--- src/rtl/qdbPkg.sv ---
package qdbPkg;
  typedef enum logic [1:0] {
    ERR_NONE    = 2'd0,
    ERR_BAD_QID = 2'd1,
    ERR_BAD_PTR = 2'd2
  } errCodeT;

  typedef struct packed {
    logic        sqWr;
    logic        cqWr;
    logic        cqWasFull;
    logic [7:0]  qid;
    logic [15:0] ptr;
  } dbStrobeT;
endpackage

--- src/rtl/qdbCtrl.sv ---
module qdbCtrl
  import qdbPkg::*;
#(
  parameter int NUM_Q   = 4,
  parameter int ADDR_W  = 16,
  parameter int DB_BASE = 'h1000
) (
  input  logic                   clk,
  input  logic                   rstN,
  input  logic                   wrEn,
  input  logic [ADDR_W-1:0]      wrAddr,
  input  logic [31:0]            wrData,
  input  logic [NUM_Q-1:0][15:0] sqSize,
  input  logic [NUM_Q-1:0][15:0] cqSize,
  input  logic [NUM_Q-1:0][15:0] cqTail,
  input  logic [NUM_Q-1:0][15:0] cqHeadCur,
  output dbStrobeT               strb,
  output logic                   errValid,
  output errCodeT                errCode
);
  localparam int QW = (NUM_Q > 1) ? $clog2(NUM_Q) : 1;

  logic [ADDR_W-1:0] offs;
  logic [ADDR_W-4:0] qidWide;
  logic [QW-1:0]     qid;
  logic              hit, isCq, qidBad, ptrBad, wasFull;
  logic [15:0]       ptr, limit, nxtTail;
  logic [16:0]       tailInc;

  always_comb begin
    offs    = wrAddr - ADDR_W'(DB_BASE);
    hit     = wrEn && (wrAddr >= ADDR_W'(DB_BASE));
    isCq    = offs[2];
    qidWide = offs[ADDR_W-1:3];
    qid     = qidWide[QW-1:0];
    qidBad  = qidWide >= (ADDR_W-3)'(NUM_Q);
    ptr     = wrData[15:0];
    limit   = isCq ? cqSize[qid] : sqSize[qid];
    ptrBad  = ptr >= limit;
    tailInc = {1'b0, cqTail[qid]} + 17'd1;
    nxtTail = (tailInc == {1'b0, cqSize[qid]}) ? 16'd0 : tailInc[15:0];
    wasFull = (nxtTail == cqHeadCur[qid]);

    strb           = '0;
    strb.qid       = 8'(qid);
    strb.ptr       = ptr;
    strb.sqWr      = hit && !qidBad && !ptrBad && !isCq;
    strb.cqWr      = hit && !qidBad && !ptrBad && isCq;
    strb.cqWasFull = wasFull;
  end

  always_ff @(posedge clk) begin
    if (!rstN) begin
      errValid <= 1'b0;
      errCode  <= ERR_NONE;
    end else begin
      errValid <= hit && (qidBad || ptrBad);
      errCode  <= !hit ? ERR_NONE : qidBad ? ERR_BAD_QID : ptrBad ? ERR_BAD_PTR : ERR_NONE;
    end
  end

  p_err_needs_write_r3: assert property (@(posedge clk) disable iff (!rstN)
    errValid |-> $past(wrEn));
  p_err_code_pair_r4: assert property (@(posedge clk) disable iff (!rstN)
    !errValid |-> errCode == ERR_NONE);
endmodule

--- src/rtl/qdbDatapath.sv ---
module qdbDatapath
  import qdbPkg::*;
#(
  parameter int NUM_Q     = 4,
  parameter int VEC_W     = 2,
  parameter int DELAY_CYC = 625
) (
  input  logic                      clk,
  input  logic                      rstN,
  input  dbStrobeT                  strb,
  input  logic [NUM_Q-1:0][15:0]    cqTail,
  input  logic [NUM_Q-1:0][VEC_W-1:0] cqVector,
  input  logic [NUM_Q-1:0]          cqIrqEn,
  output logic [NUM_Q-1:0][15:0]    sqTailQ,
  output logic [NUM_Q-1:0][15:0]    cqHeadQ,
  output logic                      irqReq,
  output logic [VEC_W-1:0]          irqVector,
  output logic                      pendClr,
  output logic [VEC_W-1:0]          pendVector,
  output logic                      procTrigger
);
  localparam int QW  = (NUM_Q > 1) ? $clog2(NUM_Q) : 1;
  localparam int CNW = $clog2(DELAY_CYC + 1);

  logic [QW-1:0]    q;
  logic [VEC_W-1:0] vec;
  logic             drained, armed, startSq, restartCq;
  logic [CNW-1:0]   cnt;

  always_comb begin
    q       = strb.qid[QW-1:0];
    vec     = cqVector[q];
    drained = 1'b1;
    for (int i = 0; i < NUM_Q; i++) begin
      if (cqVector[i] == vec) begin
        if (((i == int'(q)) ? strb.ptr : cqHeadQ[i]) != cqTail[i]) drained = 1'b0;
      end
    end
    restartCq = strb.cqWr && strb.cqWasFull;
    startSq   = strb.sqWr && !armed;
  end

  for (genvar g = 0; g < NUM_Q; g++) begin : gPtr
    always_ff @(posedge clk) begin
      if (!rstN) begin
        sqTailQ[g] <= '0;
        cqHeadQ[g] <= '0;
      end else begin
        if (strb.sqWr && q == QW'(g)) sqTailQ[g] <= strb.ptr;
        if (strb.cqWr && q == QW'(g)) cqHeadQ[g] <= strb.ptr;
      end
    end
  end

  always_ff @(posedge clk) begin
    if (!rstN) begin
      irqReq     <= 1'b0;
      irqVector  <= '0;
      pendClr    <= 1'b0;
      pendVector <= '0;
    end else begin
      irqReq     <= strb.cqWr && (cqTail[q] != strb.ptr);
      irqVector  <= strb.cqWr ? vec : '0;
      pendClr    <= strb.cqWr && cqIrqEn[q] && drained;
      pendVector <= (strb.cqWr && cqIrqEn[q] && drained) ? vec : '0;
    end
  end

  always_ff @(posedge clk) begin
    if (!rstN) begin
      armed       <= 1'b0;
      cnt         <= '0;
      procTrigger <= 1'b0;
    end else if (restartCq || startSq) begin
      armed       <= 1'b1;
      cnt         <= CNW'(DELAY_CYC);
      procTrigger <= 1'b0;
    end else if (armed && cnt == CNW'(1)) begin
      armed       <= 1'b0;
      cnt         <= '0;
      procTrigger <= 1'b1;
    end else begin
      cnt         <= armed ? cnt - CNW'(1) : cnt;
      procTrigger <= 1'b0;
    end
  end

  p_sq_hold_r3: assert property (@(posedge clk) disable iff (!rstN)
    !strb.sqWr |=> $stable(sqTailQ));
  p_cq_hold_r4: assert property (@(posedge clk) disable iff (!rstN)
    !strb.cqWr |=> $stable(cqHeadQ));
  p_pend_cause_r7: assert property (@(posedge clk) disable iff (!rstN)
    pendClr |-> $past(strb.cqWr));
  p_trig_from_armed_r8: assert property (@(posedge clk) disable iff (!rstN)
    procTrigger |-> $past(armed));
  p_trig_pulse_r10: assert property (@(posedge clk) disable iff (!rstN)
    procTrigger |=> !procTrigger);
endmodule

--- src/rtl/qdbHandler.sv ---
module qdbHandler
  import qdbPkg::*;
#(
  parameter int NUM_Q    = 4,
  parameter int NUM_VEC  = 4,
  parameter int VEC_W    = (NUM_VEC > 1) ? $clog2(NUM_VEC) : 1,
  parameter int ADDR_W   = 16,
  parameter int DB_BASE  = 'h1000,
  parameter int CLK_MHZ  = 125,
  parameter int DELAY_NS = 5000
) (
  input  logic                        clk,
  input  logic                        rstN,
  input  logic                        wrEn,
  input  logic [ADDR_W-1:0]           wrAddr,
  input  logic [31:0]                 wrData,
  input  logic [NUM_Q-1:0][15:0]      sqSize,
  input  logic [NUM_Q-1:0][15:0]      cqSize,
  input  logic [NUM_Q-1:0][15:0]      cqTail,
  input  logic [NUM_Q-1:0][VEC_W-1:0] cqVector,
  input  logic [NUM_Q-1:0]            cqIrqEn,
  output logic [NUM_Q-1:0][15:0]      sqTail,
  output logic [NUM_Q-1:0][15:0]      cqHead,
  output logic                        irqReq,
  output logic [VEC_W-1:0]            irqVector,
  output logic                        pendClr,
  output logic [VEC_W-1:0]            pendVector,
  output logic                        errValid,
  output logic [1:0]                  errCode,
  output logic                        procTrigger
);
  localparam int DELAY_CYC = (CLK_MHZ * DELAY_NS + 999) / 1000;

  dbStrobeT strb;
  errCodeT  errCodeE;

  qdbCtrl #(.NUM_Q(NUM_Q), .ADDR_W(ADDR_W), .DB_BASE(DB_BASE)) uCtrl (
    .clk(clk), .rstN(rstN), .wrEn(wrEn), .wrAddr(wrAddr), .wrData(wrData),
    .sqSize(sqSize), .cqSize(cqSize), .cqTail(cqTail), .cqHeadCur(cqHead),
    .strb(strb), .errValid(errValid), .errCode(errCodeE)
  );

  qdbDatapath #(.NUM_Q(NUM_Q), .VEC_W(VEC_W), .DELAY_CYC(DELAY_CYC)) uDp (
    .clk(clk), .rstN(rstN), .strb(strb), .cqTail(cqTail), .cqVector(cqVector),
    .cqIrqEn(cqIrqEn), .sqTailQ(sqTail), .cqHeadQ(cqHead), .irqReq(irqReq),
    .irqVector(irqVector), .pendClr(pendClr), .pendVector(pendVector),
    .procTrigger(procTrigger)
  );

  assign errCode = errCodeE;

  p_err_excludes_irq_r6: assert property (@(posedge clk) disable iff (!rstN)
    !(irqReq && errValid));
endmodule

--- config.mk ---
export PLATFORM = sky130hd
export DESIGN_NAME = qdbHandler
export DESIGN_NICKNAME = d
export VERILOG_FILES = /design/src/rtl/qdbPkg.sv /design/src/rtl/qdbCtrl.sv /design/src/rtl/qdbDatapath.sv /design/src/rtl/qdbHandler.sv
export SDC_FILE = /design/constraint.sdc
export NUM_CORES = 1
export LEC_CHECK = 0
export BUFFER_PORTS_ARGS = -buffer_cell sky130_fd_sc_hd__buf_2
export CORE_MARGIN = 5
export CORE_UTILIZATION = 25
export DETAILED_ROUTE_END_ITERATION = 8
export GPL_TIMING_DRIVEN = 0
export PLACE_DENSITY_LB_ADDON = 0.05
export RECOVER_POWER = 50
export SYNTH_ARGS = -nofsm -noshare
export SYNTH_HDL_FRONTEND = slang
export SYNTH_HIERARCHICAL = 1
export SYNTH_SLANG_ARGS = --single-unit
--- constraint.sdc ---
create_clock -name clk -period 8 [get_ports clk]
set_input_delay 0.4 -clock clk [delete_from_list [all_inputs] [get_ports clk]]
set_output_delay 0.4 -clock clk [all_outputs]
set_load 0.05 [all_outputs]
# After elaboration in Yosys (flattened, before gate mapping)
# Cells that the tools add are included.
# totals
elab_cells,116
reg_bits,149
out_inout_bits,138
in_bits,255
# op_classes
magnitude_cmp,4
bitwise_logic,2
mux,34
n_addsub,3
eq_ne,18
n_reduce_logical,36
# ops
op,n
16-bit two-way mux,10
16-bit binary-select mux with 2-bit select,4
16-bit != test,5
10-bit two-way mux,3
1-bit logical AND,20
"16-bit by 1-bit adder with 17-bit output, second input constant",1
17-bit by 16-bit equality test with 1-bit output,1
16-bit equality test,1
"16-bit by 13-bit greater-or-equal comparator with 1-bit output, second input constant",1
16-bit greater-or-equal comparator,1
"16-bit by 13-bit subtractor with 16-bit output, second input constant",1
"13-bit by 3-bit greater-or-equal comparator with 1-bit output, second input constant",1
1-bit two-way mux,13
"10-bit by 1-bit equality test with 1-bit output, second input constant",1
"10-bit by 1-bit subtractor with 10-bit output, second input constant",1
2-bit equality test,4
2-bit AND reduction,3
3-bit OR reduction,2
2-bit binary-select mux with 2-bit select,1
"2-bit equality test, first input constant",2
"2-bit equality test, second input constant",2
1-bit zero test,4
2-bit zero test,2
2-bit two-way mux,2
9 further kinds,11

# Logic depth before layout (Yosys ltp)
# Gate-level depths: netlist of the first run.
# depth
word_depth,14
ltp_mapped,26
ltp_nobuf,19

# By module
# Netlist of the first run, hierarchy kept.
# modules_own_cells
mod,instances,cells_each,area_each_um2
qdbDatapath,1,1005,8160.3
qdbCtrl,1,328,3574.7

# Least setup slack after synthesis of the first run
# OpenSTA, ideal clock, no wires.
# synth_timing
path_type,input to register
from,in wrAddr[3]
to,reg uDp.pendVector[0]
path_stages,26
setup_slack_ns,1.786
t_arrival_ns,6.136
path_cell_list,buf_6 buf_8 buf_4 buf_2 buf_2 clkbuf_1 mux4_2 mux2_2 ha_1 nand2b_1 a21o_1 a21o_1 a21o_1 a21o_1 a21o_1 a21o_1 a21oi_1 o21ai_0 a211o_1 nor2_1 clkbuf_1 nand3_1 or4_1 nor4_2 o32ai_1 nor3_1
# synth_lines
element,line_no,text
start: declaration,qdbHandler.sv:15,"input logic [ADDR_W-1:0] wrAddr,"
end signal: assignment,qdbDatapath.sv:65,pendVector <= (strb.cqWr && cqIrqEn[q] && drained) ? vec : '0;
end: declaration,qdbDatapath.sv:19,"output logic [VEC_W-1:0] pendVector,"

==> flow_summary.rst, run 1 <==
.. list-table::
   :header-rows: 1

   * - Metric
     - Value
   * - Leakage power of the design
     - 5.50 nW
   * - Count of final setup violators
     - 0
   * - Total vias in the final route
     - 12224
   * - Post-layout total power
     - 2.11 mW
   * - Launch instance of the worst register-to-register path
     - uDp/cqHeadQ[0]
   * - Power density over the cells
     - 143 nW/um^2
   * - Worst slew margin relative to its limit
     - 20.2%
   * - Tmin final
     - 7610 ps
   * - Part of the total power dissipated in combinational logic
     - 25.4%
   * - Cell depth of the worst hold path
     - 5
   * - Data required time at the worst endpoint
     - 8360 ps
   * - Total detailed-routing wirelength
     - 65.3 mm
   * - Total number of H-tree levels
     - 4
   * - Peak clock frequency supported by timing
     - 0.131 GHz
   * - Maximum fanout along the worst path
     - 19
   * - Average footprint of a synthesized cell
     - 8.81 sq um
   * - Grt peak-use layer
     - met2
   * - Number of standard cells after synthesis
     - 1326
   * - Crit share post-route
     - 95.2%
   * - Layout Area Growth over Synthesis
     - 26.1%
   * - Nets in the synthesized netlist
     - 1603
   * - GRT met2 Usage
     - 42.4%
   * - IR Drop Worst-Case VDD
     - 0.0971 mV
   * - Result of the run
     - finished clean
   * - Worst path most repeated cell
     - a21o_1
   * - Slowest stage cell on the critical path
     - or4_1
   * - Post-CTS setup buffer count
     - 0
   * - Class of the most critical hold timing path
     - in2reg
   * - Met1 Resource Use GR
     - 31.6%
   * - Share of cells above drive strength 1
     - 23.4%
   * - Switching part of the total
     - 30.8%
   * - Net total in the final layout
     - 1994
   * - Slew Viols, Final
     - 0
   * - Final HPWL DP
     - 53.1 mm
   * - Final worst setup slack
     - 385 ps
   * - Total die area
     - 51200 sq um
   * - Final standard cell count with taps included and fillers excluded
     - 2339
   * - Port Buffers
     - 374
   * - Unrepaired setup endpoints after global routing
     - false
   * - Total grt overflow
     - 0
   * - Internal power
     - 1.46 mW
   * - Final clock skew
     - 10.4 ps
   * - Net load switching power
     - 0.649 mW
   * - Wirelength per Cell
     - 27.9 microns
   * - Critical path's largest stage delay
     - 600 ps
   * - Summed instance area of the synthesized netlist
     - 11700 sq um
   * - Met3 Resource Use GR
     - 4.39%
   * - Chain of cells forming the critical path
     - buf_2 -> clkbuf_2 -> clkbuf_1 -> clkbuf_2 -> clkbuf_1 -> mux4_2 -> mux2i_1 -> ha_1 -> a21o_1 -> a21o_1 -> a21o_1 -> a21o_1 -> a21oi_1 -> o21ai_0 -> a211o_1 -> nor2_1 -> clkbuf_1 -> nand3_1 -> or4_1 -> nor4_2 -> o32ai_1 -> nor3_1
   * - Leading cell type in the layout, fill and taps excluded
     - nand2_1
   * - First-pass GRT wire length
     - 90.5 mm
   * - CP startpoint
     - wrAddr[4]
   * - Detailed-route DRC error count
     - 0
   * - Die span in y
     - 226 microns
   * - Vias in the first global route
     - 12305
   * - CP arrival
     - 7980 ps
   * - Worst R2R Path Depth
     - 10
   * - Capturing instance or port of the critical path
     - uDp/pendVector[0]
   * - Clock transition at path regs
     - 70 ps
   * - Initial Utilization
     - 25.2%
   * - Worst reg2reg setup slack
     - 4510 ps
   * - Endpoint of the worst-slack reg-to-reg timing path
     - uDp/cnt[1]
   * - Pin count of the biggest net entering global routing
     - 20
   * - Final RePlAce weighted congestion
     - 0.974
   * - Fin. Hold Viols
     - 0
   * - Least-Margin Pin Slew
     - 1200 ps
   * - Sequential Power Share
     - 35.4%
   * - 1st-pass router iterations
     - 6
   * - Fraction of power consumed by the clock network
     - 39.2%
   * - Path type of the worst setup path
     - in2reg
   * - Clock net sink count
     - 149
   * - Highest-count cells in the layout ignoring fill and taps
     - nand2_1, buf_2, clkbuf_1
   * - CTS tree
     - done
   * - CTS max path bufs
     - 2
   * - Clock buffer count from CTS
     - 17
   * - Chip width
     - 226 microns
   * - Setup slack after placement
     - -1270 ps
   * - Clock latency of the later-clocked register in the worst-skew pair
     - 440 ps
   * - Type of destination of the critical path
     - register
   * - Startpoint kind of the worst setup timing path
     - input pin
   * - Number of antenna violations at the first check in global routing
     - 4
   * - Max-cap check violation count
     - 0
   * - I/O pin count
     - 393
   * - Clock root buffer
     - clkbuf_16
   * - Synthesis warning total
     - 6
   * - Count of standard-cell rows
     - 79
   * - Total Negative Setup Slacks
     - 0 ps
   * - Detailed Route Iter0 Violations
     - 1025
   * - Antenna violation net count after detailed routing
     - 0
   * - Core Area
     - 46400 sq um
   * - Tot GR Track Use
     - 24.7%
   * - Routed via count divided by cell count
     - 5.23
   * - Placed cells
     - 2307
[worst min-delay path by stage]
stage	to	from	slack, ps
final	uCtrl/errValid	wrEn	340
after global routing	uCtrl/errCode[0]	rstN	370
after CTS	uCtrl/errValid	wrEn	330
after detailed placement	uDp/sqTailQ[7]	uDp/sqTailQ[7]	460
after global placement	uDp/sqTailQ[20]	uDp/sqTailQ[20]	450
after floorplan	uDp/cnt[1]	uDp/cnt[1]	460
[timing repair]
| action | in CTS | in global routing |
|---|---|---|
| endpoints found under the setup margin | 89 | 3 |
| hold buffers | 0 | 0 |
| resized for setup | 2 | 2 |
[sequential cells by signal (all words and copies together) (netlist names)]
register	cells
uDp/sqTailQ	64
uDp/irqReq	1
uDp/pendClr	1
uCtrl/errValid	1
uCtrl/errCode	2
uDp/irqVector	2
uDp/cqHeadQ	64
uDp/pendVector	2
uDp/armed	1
uDp/cnt	10
uDp/procTrigger	1
[critical path: cells and delay by family]
kind	cells	cell delay (ps)
simple gates	5	1890
fa+ha+maj	1	260
mux	2	630
buf+inv	6	3010
compound gates	8	1700
[layer usage]
layer  vias to the layer above  wire length (microns)
met5                         -                     27
met4                         4                   2160
met3                        94                   4540
met2                       576                  31400
met1                      6018                  27200
li1                       5532                      -
[final cells by class]
class | count | area, sq um
Inverter | 57 | 214
Sequential cell | 149 | 2980
Timing Repair Buffer | 374 | 1700
Antenna cell | 2 | 5.00
Tap cell | 607 | 759
Multi-Input combinational cell | 1011 | 7930
Clock inverter | 10 | 120
Clock buffer | 22 | 474
Fill cell | 5052 | 31600
Buffer | 107 | 554
[power by group through the flow]
stage                     Combinational (mW)  Sequential, mW  Clock, mW
after detailed placement               0.531           0.763          0
after global routing                   0.565           0.746      0.879
final                                  0.534           0.746      0.825
after CTS                              0.533           0.746      0.849
after global placement                 0.528           0.763          0
after floorplan                        0.308           0.768          0
[stage by stage]
step	area, sq um	hold WS [ps]	utilization [%]
finish	14700	343	31.8
global placement	14300	449	30.9
CTS	14900	333	32.2
floorplan	11700	456	-
global route	14700	370	31.8
detailed placement	14300	457	30.9
Note: power is estimated with default switching activity, not from simulation.
==> run 2: changes to the inputs <==
Clock period 8 ns to 6.25 ns, I/O delays scaled along.
==> run 2 against run 1 <==
Power increased by 28%. First-iteration DRC count decreased by 0.49%. Die area unchanged. Largest power group unchanged. Critical path depth increased by 1. Sequential cell count unchanged. Non-clock buffer count decreased by 3. Combinational power increased by 29%.
==> flow_summary.rst, run 2 (same netlist as run 1, synthesis figures left out) <==
.. list-table::
   :header-rows: 1

   * - Metric
     - Value
   * - Least-Margin Pin Slew
     - 1180 ps
   * - Count of final setup violators
     - 0
   * - Worst hold-check slack
     - 256 ps
   * - Pin count of the biggest net entering global routing
     - 20
   * - Post-CTS setup buffer count
     - 0
   * - Core Area
     - 46400 sq um
   * - Path type of the worst setup path
     - in2reg
   * - Clock root buffer
     - clkbuf_16
   * - Crit share post-route
     - 96.1%
   * - Routed via count divided by cell count
     - 5.21
   * - Detailed-route wire length on metal 1
     - 27.2 mm
   * - Highest-count cells in the layout ignoring fill and taps
     - nand2_1, buf_2, clkbuf_1
   * - Type of destination of the critical path
     - register
   * - Chip width
     - 226 microns
   * - Sequential cell area
     - 2980 sq um
   * - Power density over the cells
     - 183 nW/um^2
   * - Multi-input combinational cell area
     - 7950 sq um
   * - Fin. Hold Viols
     - 0
   * - Total vias in the final route
     - 12168
   * - CTS tree
     - done
   * - Final standard cell count with taps included and fillers excluded
     - 2336
   * - Clock transition at path regs
     - 70 ps
   * - Clock buffer count from CTS
     - 17
   * - Net total in the final layout
     - 1991
   * - Share of cells above drive strength 1
     - 23.6%
   * - Wire length on met2
     - 31.7 mm
   * - Antenna violation net count after detailed routing
     - 0
   * - Top layer used by detailed routing
     - met5
   * - CTS max path bufs
     - 2
   * - Slew Viols, Final
     - 0
   * - Leading cell type in the layout, fill and taps excluded
     - nand2_1
   * - Unrepaired setup endpoints after global routing
     - false
   * - Tmin final
     - 6000 ps
   * - Count of standard-cell rows
     - 79
   * - Number of antenna violations at the first check in global routing
     - 4
   * - Data required time at the worst endpoint
     - 6620 ps
   * - Result of the run
     - finished clean
   * - Total die area
     - 51200 sq um
   * - Wirelength per Cell
     - 28.1 microns
   * - CP arrival
     - 6370 ps
   * - Critical path's largest stage delay
     - 650 ps
   * - Largest registers in the final layout
     - uDp/cqHeadQ (64), uDp/sqTailQ (64), uDp/cnt (10)
   * - Total number of H-tree levels
     - 4
   * - Worst R2R Path Depth
     - 10
   * - Class of the most critical hold timing path
     - in2reg
   * - Clock net sink count
     - 149
   * - Final HPWL DP
     - 53.1 mm
   * - Total detailed-routing wirelength
     - 65.5 mm
   * - Layout Area Growth over Synthesis
     - 26.7%
   * - Worst path most repeated cell
     - a21o_1
   * - Tot GR Track Use
     - 24.6%
   * - Wire length on met3
     - 4.69 mm
   * - Chain of cells forming the critical path
     - buf_4 -> buf_4 -> clkbuf_4 -> mux4_2 -> mux2_2 -> ha_1 -> nand2b_1 -> a21o_1 -> a21o_1 -> a21o_1 -> a21o_1 -> a21o_1 -> a21o_1 -> a21oi_1 -> o21ai_0 -> a211o_1 -> nor2_4 -> clkbuf_4 -> nand3_1 -> or4_1 -> nor4_4 -> o32ai_1 -> nor3_1
   * - Vias in the first global route
     - 12298
   * - Clock latency of the later-clocked register in the worst-skew pair
     - 440 ps
   * - Leakage power of the design
     - 5.52 nW
   * - Worst slew margin relative to its limit
     - 21.2%
   * - IR Drop Worst-Case VDD
     - 0.126 mV
   * - Initial Utilization
     - 25.2%
   * - Final clock skew
     - 9.91 ps
   * - Final RePlAce weighted congestion
     - 0.974
   * - Die span in y
     - 226 microns
   * - Filler instances
     - 5044
   * - Placed cells
     - 2307
   * - Total grt overflow
     - 0
   * - 1st-pass router iterations
     - 5
   * - Total Negative Setup Slacks
     - 0 ps
   * - Port Buffers
     - 374
   * - Max-cap check violation count
     - 0
   * - Core Util, Final
     - 31.9%
   * - Slowest stage cell on the critical path
     - or4_1
   * - First-pass GRT wire length
     - 90.3 mm
   * - Detailed Route Iter0 Violations
     - 1020
   * - Cts hold-fix bufs
     - 0
   * - Detailed-route DRC error count
     - 0
   * - I/O pin count
     - 393
   * - Startpoint kind of the worst setup timing path
     - input pin
   * - Peak clock frequency supported by timing
     - 0.167 GHz
   * - Maximum fanout along the worst path
     - 19
   * - Cell depth of the worst hold path
     - 5
[run 2: changes by cell type in the layout (fill, tap and decap cells not counted), sizes merged]
cell | before | now
clkbuf | 223 | 221
buf | 280 | 279
[run 2: what timing repair did]
item	CTS	global route
pin swaps	0	0
resized for setup	18	4
endpoints found under the setup margin	147	35
cloned	0	1
[run 2: report_power, final]
group          switching [mW]  total (mW)  internal [mW]
registers             0.00265       0.955          0.952
logic                   0.397       0.689          0.292
clock network           0.435        1.06          0.622
[run 2: layout make-up]
class                   instances  share of cell area, %
inverters                      57                   1.45
diodes                          2                 0.0338
clock inverters                10                  0.811
well taps                     607                   5.13
multi-input cells            1011                   53.7
repair buffers                375                   11.6
plain buffers                 103                   3.87
flip-flops and latches        149                   20.2
clock buffers                  22                   3.20
[run 2: worst paths after layout]
kind / slack [ps] / end / from
worst min-delay path: 260 / uCtrl/errValid / wrEn
worst max-delay path: 250 / uDp/pendVector[1] / wrAddr[4]
worst min register to register: 470 / uDp/sqTailQ[60] / uDp/sqTailQ[60]
worst max register to register: 2770 / uDp/cnt[1] / uDp/cqHeadQ[0]
[run 2: stage by stage]
stage | power, mW | setup WS [ps] | instance area (sq um)
3_5_place_dp | 1.66 | -2940 | 14300
4_1_cts | 2.73 | 6.47 | 14900
3_3_place_gp | 1.65 | -2900 | 14300
6_report | 2.70 | 246 | 14800
5_1_grt | 2.81 | 15.9 | 14800
2_1_floorplan | 1.38 | 124 | 11700
[run 2: worst max-delay path: cells and delay by family]
family	cells	cell delay [ps]
multiplexers	2	630
adder cells (fa/ha/maj)	1	260
AND/OR/NAND/NOR	6	1700
buffers and inverters	4	1340
AO/OA/AOI/OAI	10	2090
[run 2: layer usage]
metal,up-vias,track usage [%]
li1,5520,-
met2,540,42.2
met3,77,4.37
met4,4,7.67
met1,6027,31.6
met5,-,0
==> run 3: changes to the inputs <==
Settings changed: RECOVER_POWER 50 to 100.
==> run 3 against run 2 <==
Count of clock-buffer cells in the layout stayed put. Register-to-register slack worse by 20 ps. Clock skew hardly changed. Sequential share of layout area hardly changed. First-iteration DRC count is 2.5% higher. Wire length is 0.10% lower. Setup slack worse by 29 ps. Sequential power hardly changed.
==> flow_summary.rst, run 3 (same netlist as run 1, synthesis figures left out) <==
.. list-table::
   :header-rows: 1

   * - Metric
     - Value
   * - Number of antenna violations at the first check in global routing
     - 4
   * - Setup slack after placement
     - -2940 ps
   * - Switching part of the total
     - 30.9%
   * - Layout Area Growth over Synthesis
     - 26.5%
   * - Clock transition at path regs
     - 70 ps
   * - Total die area
     - 51200 sq um
   * - Final clock skew
     - 10.0 ps
   * - Endpoint of the worst-slack reg-to-reg timing path
     - uDp/cnt[1]
   * - Startpoint kind of the worst setup timing path
     - input pin
   * - Part of the total power dissipated in combinational logic
     - 25.4%
   * - Highest-count cells in the layout ignoring fill and taps
     - nand2_1, buf_2, clkbuf_1
   * - Vias in the first global route
     - 12298
   * - IR Drop Worst-Case VDD
     - 0.125 mV
   * - Least-Margin Pin Slew
     - 1170 ps
   * - Tmin final
     - 6030 ps
   * - Initial Utilization
     - 25.2%
   * - Die span in y
     - 226 microns
   * - Net total in the final layout
     - 1991
   * - Core Area
     - 46400 sq um
   * - Clock net sink count
     - 149
   * - Total detailed-routing wirelength
     - 65.5 mm
   * - Total grt overflow
     - 0
   * - Data required time at the worst endpoint
     - 6620 ps
   * - Worst slew margin relative to its limit
     - 22.0%
   * - Routed via count divided by cell count
     - 5.25
   * - Peak clock frequency supported by timing
     - 0.166 GHz
   * - Worst hold-check slack
     - 257 ps
   * - Port Buffers
     - 374
   * - I/O pin count
     - 393
   * - First-pass GRT wire length
     - 90.3 mm
   * - Filler instances
     - 5047
   * - Clock buffer count from CTS
     - 17
   * - Detailed-route DRC error count
     - 0
   * - Leading cell type in the layout, fill and taps excluded
     - nand2_1
   * - Pin count of the biggest net entering global routing
     - 20
   * - Hold Crit Start
     - wrEn
   * - Fraction of power consumed by the clock network
     - 39.2%
   * - Slew Viols, Final
     - 0
   * - Worst reg2reg setup slack
     - 2750 ps
   * - CP arrival
     - 6400 ps
   * - Count of final setup violators
     - 0
   * - Final HPWL DP
     - 53.1 mm
   * - Fin. Hold Viols
     - 0
   * - Cell area after placement
     - 14300 sq um
   * - Path type of the worst setup path
     - in2reg
   * - Cell depth of the worst hold path
     - 5
   * - Post-CTS setup buffer count
     - 0
   * - Maximum fanout along the worst path
     - 19
   * - Unrepaired setup endpoints after global routing
     - false
   * - Internal power
     - 1.87 mW
   * - Detailed Route Iter0 Violations
     - 1045
   * - Tot GR Track Use
     - 24.6%
   * - Sequential Power Share
     - 35.4%
   * - Type of destination of the critical path
     - register
   * - Max-cap check violation count
     - 0
   * - Total number of H-tree levels
     - 4
   * - Net load switching power
     - 0.834 mW
   * - Clock latency of the later-clocked register in the worst-skew pair
     - 440 ps
   * - CTS max path bufs
     - 2
   * - Count of standard-cell rows
     - 79
   * - Total vias in the final route
     - 12261
   * - Worst R2R Path Depth
     - 10
   * - Worst hold path endpoint
     - uCtrl/errValid
   * - Crit share post-route
     - 96.5%
   * - Result of the run
     - finished clean
   * - Class of the most critical hold timing path
     - in2reg
   * - Final RePlAce weighted congestion
     - 0.974
   * - 1st-pass router iterations
     - 5
   * - Power density over the cells
     - 183 nW/um^2
   * - Cts hold-fix bufs
     - 0
   * - Launch instance of the worst register-to-register path
     - uDp/cqHeadQ[0]
   * - CTS tree
     - done
   * - Largest registers in the final layout
     - uDp/cqHeadQ (64), uDp/sqTailQ (64), uDp/cnt (10)
   * - Chip width
     - 226 microns
   * - Clock root buffer
     - clkbuf_16
   * - Total Negative Setup Slacks
     - 0 ps
   * - Leakage power of the design
     - 5.51 nW
   * - Share of cells above drive strength 1
     - 23.4%
   * - Cell area after layout
     - 14800 sq um
   * - Wirelength per Cell
     - 28.0 microns
   * - Final worst setup slack
     - 217 ps
   * - Antenna violation net count after detailed routing
     - 0
[run 3: power by group through the flow]
stage	registers [mW]	clock network (mW)	logic [mW]
final	0.955	1.06	0.687
after global placement	0.976	0	0.675
after global routing	0.955	1.12	0.726
after CTS	0.955	1.09	0.684
after detailed placement	0.976	0	0.680
after floorplan	0.983	0	0.394
[run 3: how the worst max path moves through the flow]
stage,startpoint,endpoint,slack (ps),depth (start not counted)
after floorplan,wrAddr[3],uDp/pendVector[0],120,26
after global placement,wrAddr[4],uDp/pendVector[0],-2900,25
after detailed placement,wrAddr[4],uDp/pendVector[0],-2940,23
after CTS,wrAddr[3],uDp/pendVector[0],6,25
after global routing,wrAddr[4],uDp/pendVector[1],20,23
final,wrAddr[4],uDp/pendVector[1],220,23
[run 3: final cells by class]
type	count	area (sq um)	area share, %
Timing Repair Buffer	375	1720	11.7
Clock buffer	22	474	3.21
Clock inverter	10	120	0.813
Tap cell	607	759	5.14
Sequential cell	149	2980	20.2
Buffer	103	569	3.85
Antenna cell	1	2.50	0.0169
Inverter	57	214	1.45
Multi-Input combinational cell	1011	7940	53.7
[run 3: per-layer routing]
layer	part of all wire (%)	up-vias	GRT usage, %	wire [microns]
met2	48	596	42.2	31500
met4	3.2	4	7.67	2090
met3	7.4	93	4.37	4850
li1	-	5524	-	-
met1	41	6044	31.6	27100
met5	0.050	-	0	33
[run 3: worst max-delay path, stage by stage]
cell and delay (ps):
buf_4 300, buf_4 390, clkbuf_4 410, mux4_2 360, mux2_2 280, ha_1 260, nand2b_1 140, a21o_1 170
a21o_1 180, a21o_1 180, a21o_1 190, a21o_1 170, a21o_1 210, a21oi_1 240, o21ai_0 190, a211o_1 360
nor2_4 230, clkbuf_4 250, nand3_1 200, or4_1 640, nor4_4 290, o32ai_1 210, nor3_1 190
[run 3: metrics by stage]
| stage | power, mW | utilization, % | instances |
|---|---|---|---|
| floorplan | 1.38 | - | 1326 |
| global route | 2.81 | 31.9 | 2334 |
| global placement | 1.65 | 30.9 | 2307 |
| CTS | 2.73 | 32.2 | 2334 |
| detailed placement | 1.66 | 30.9 | 2307 |
| finish | 2.70 | 31.9 | 2335 |
[run 3: repair_timing]
| item | in CTS | in global routing |
|---|---|---|
| gates resized for setup | 18 | 4 |
| gates cloned | 0 | 1 |
| setup endpoints to repair | 147 | 35 |
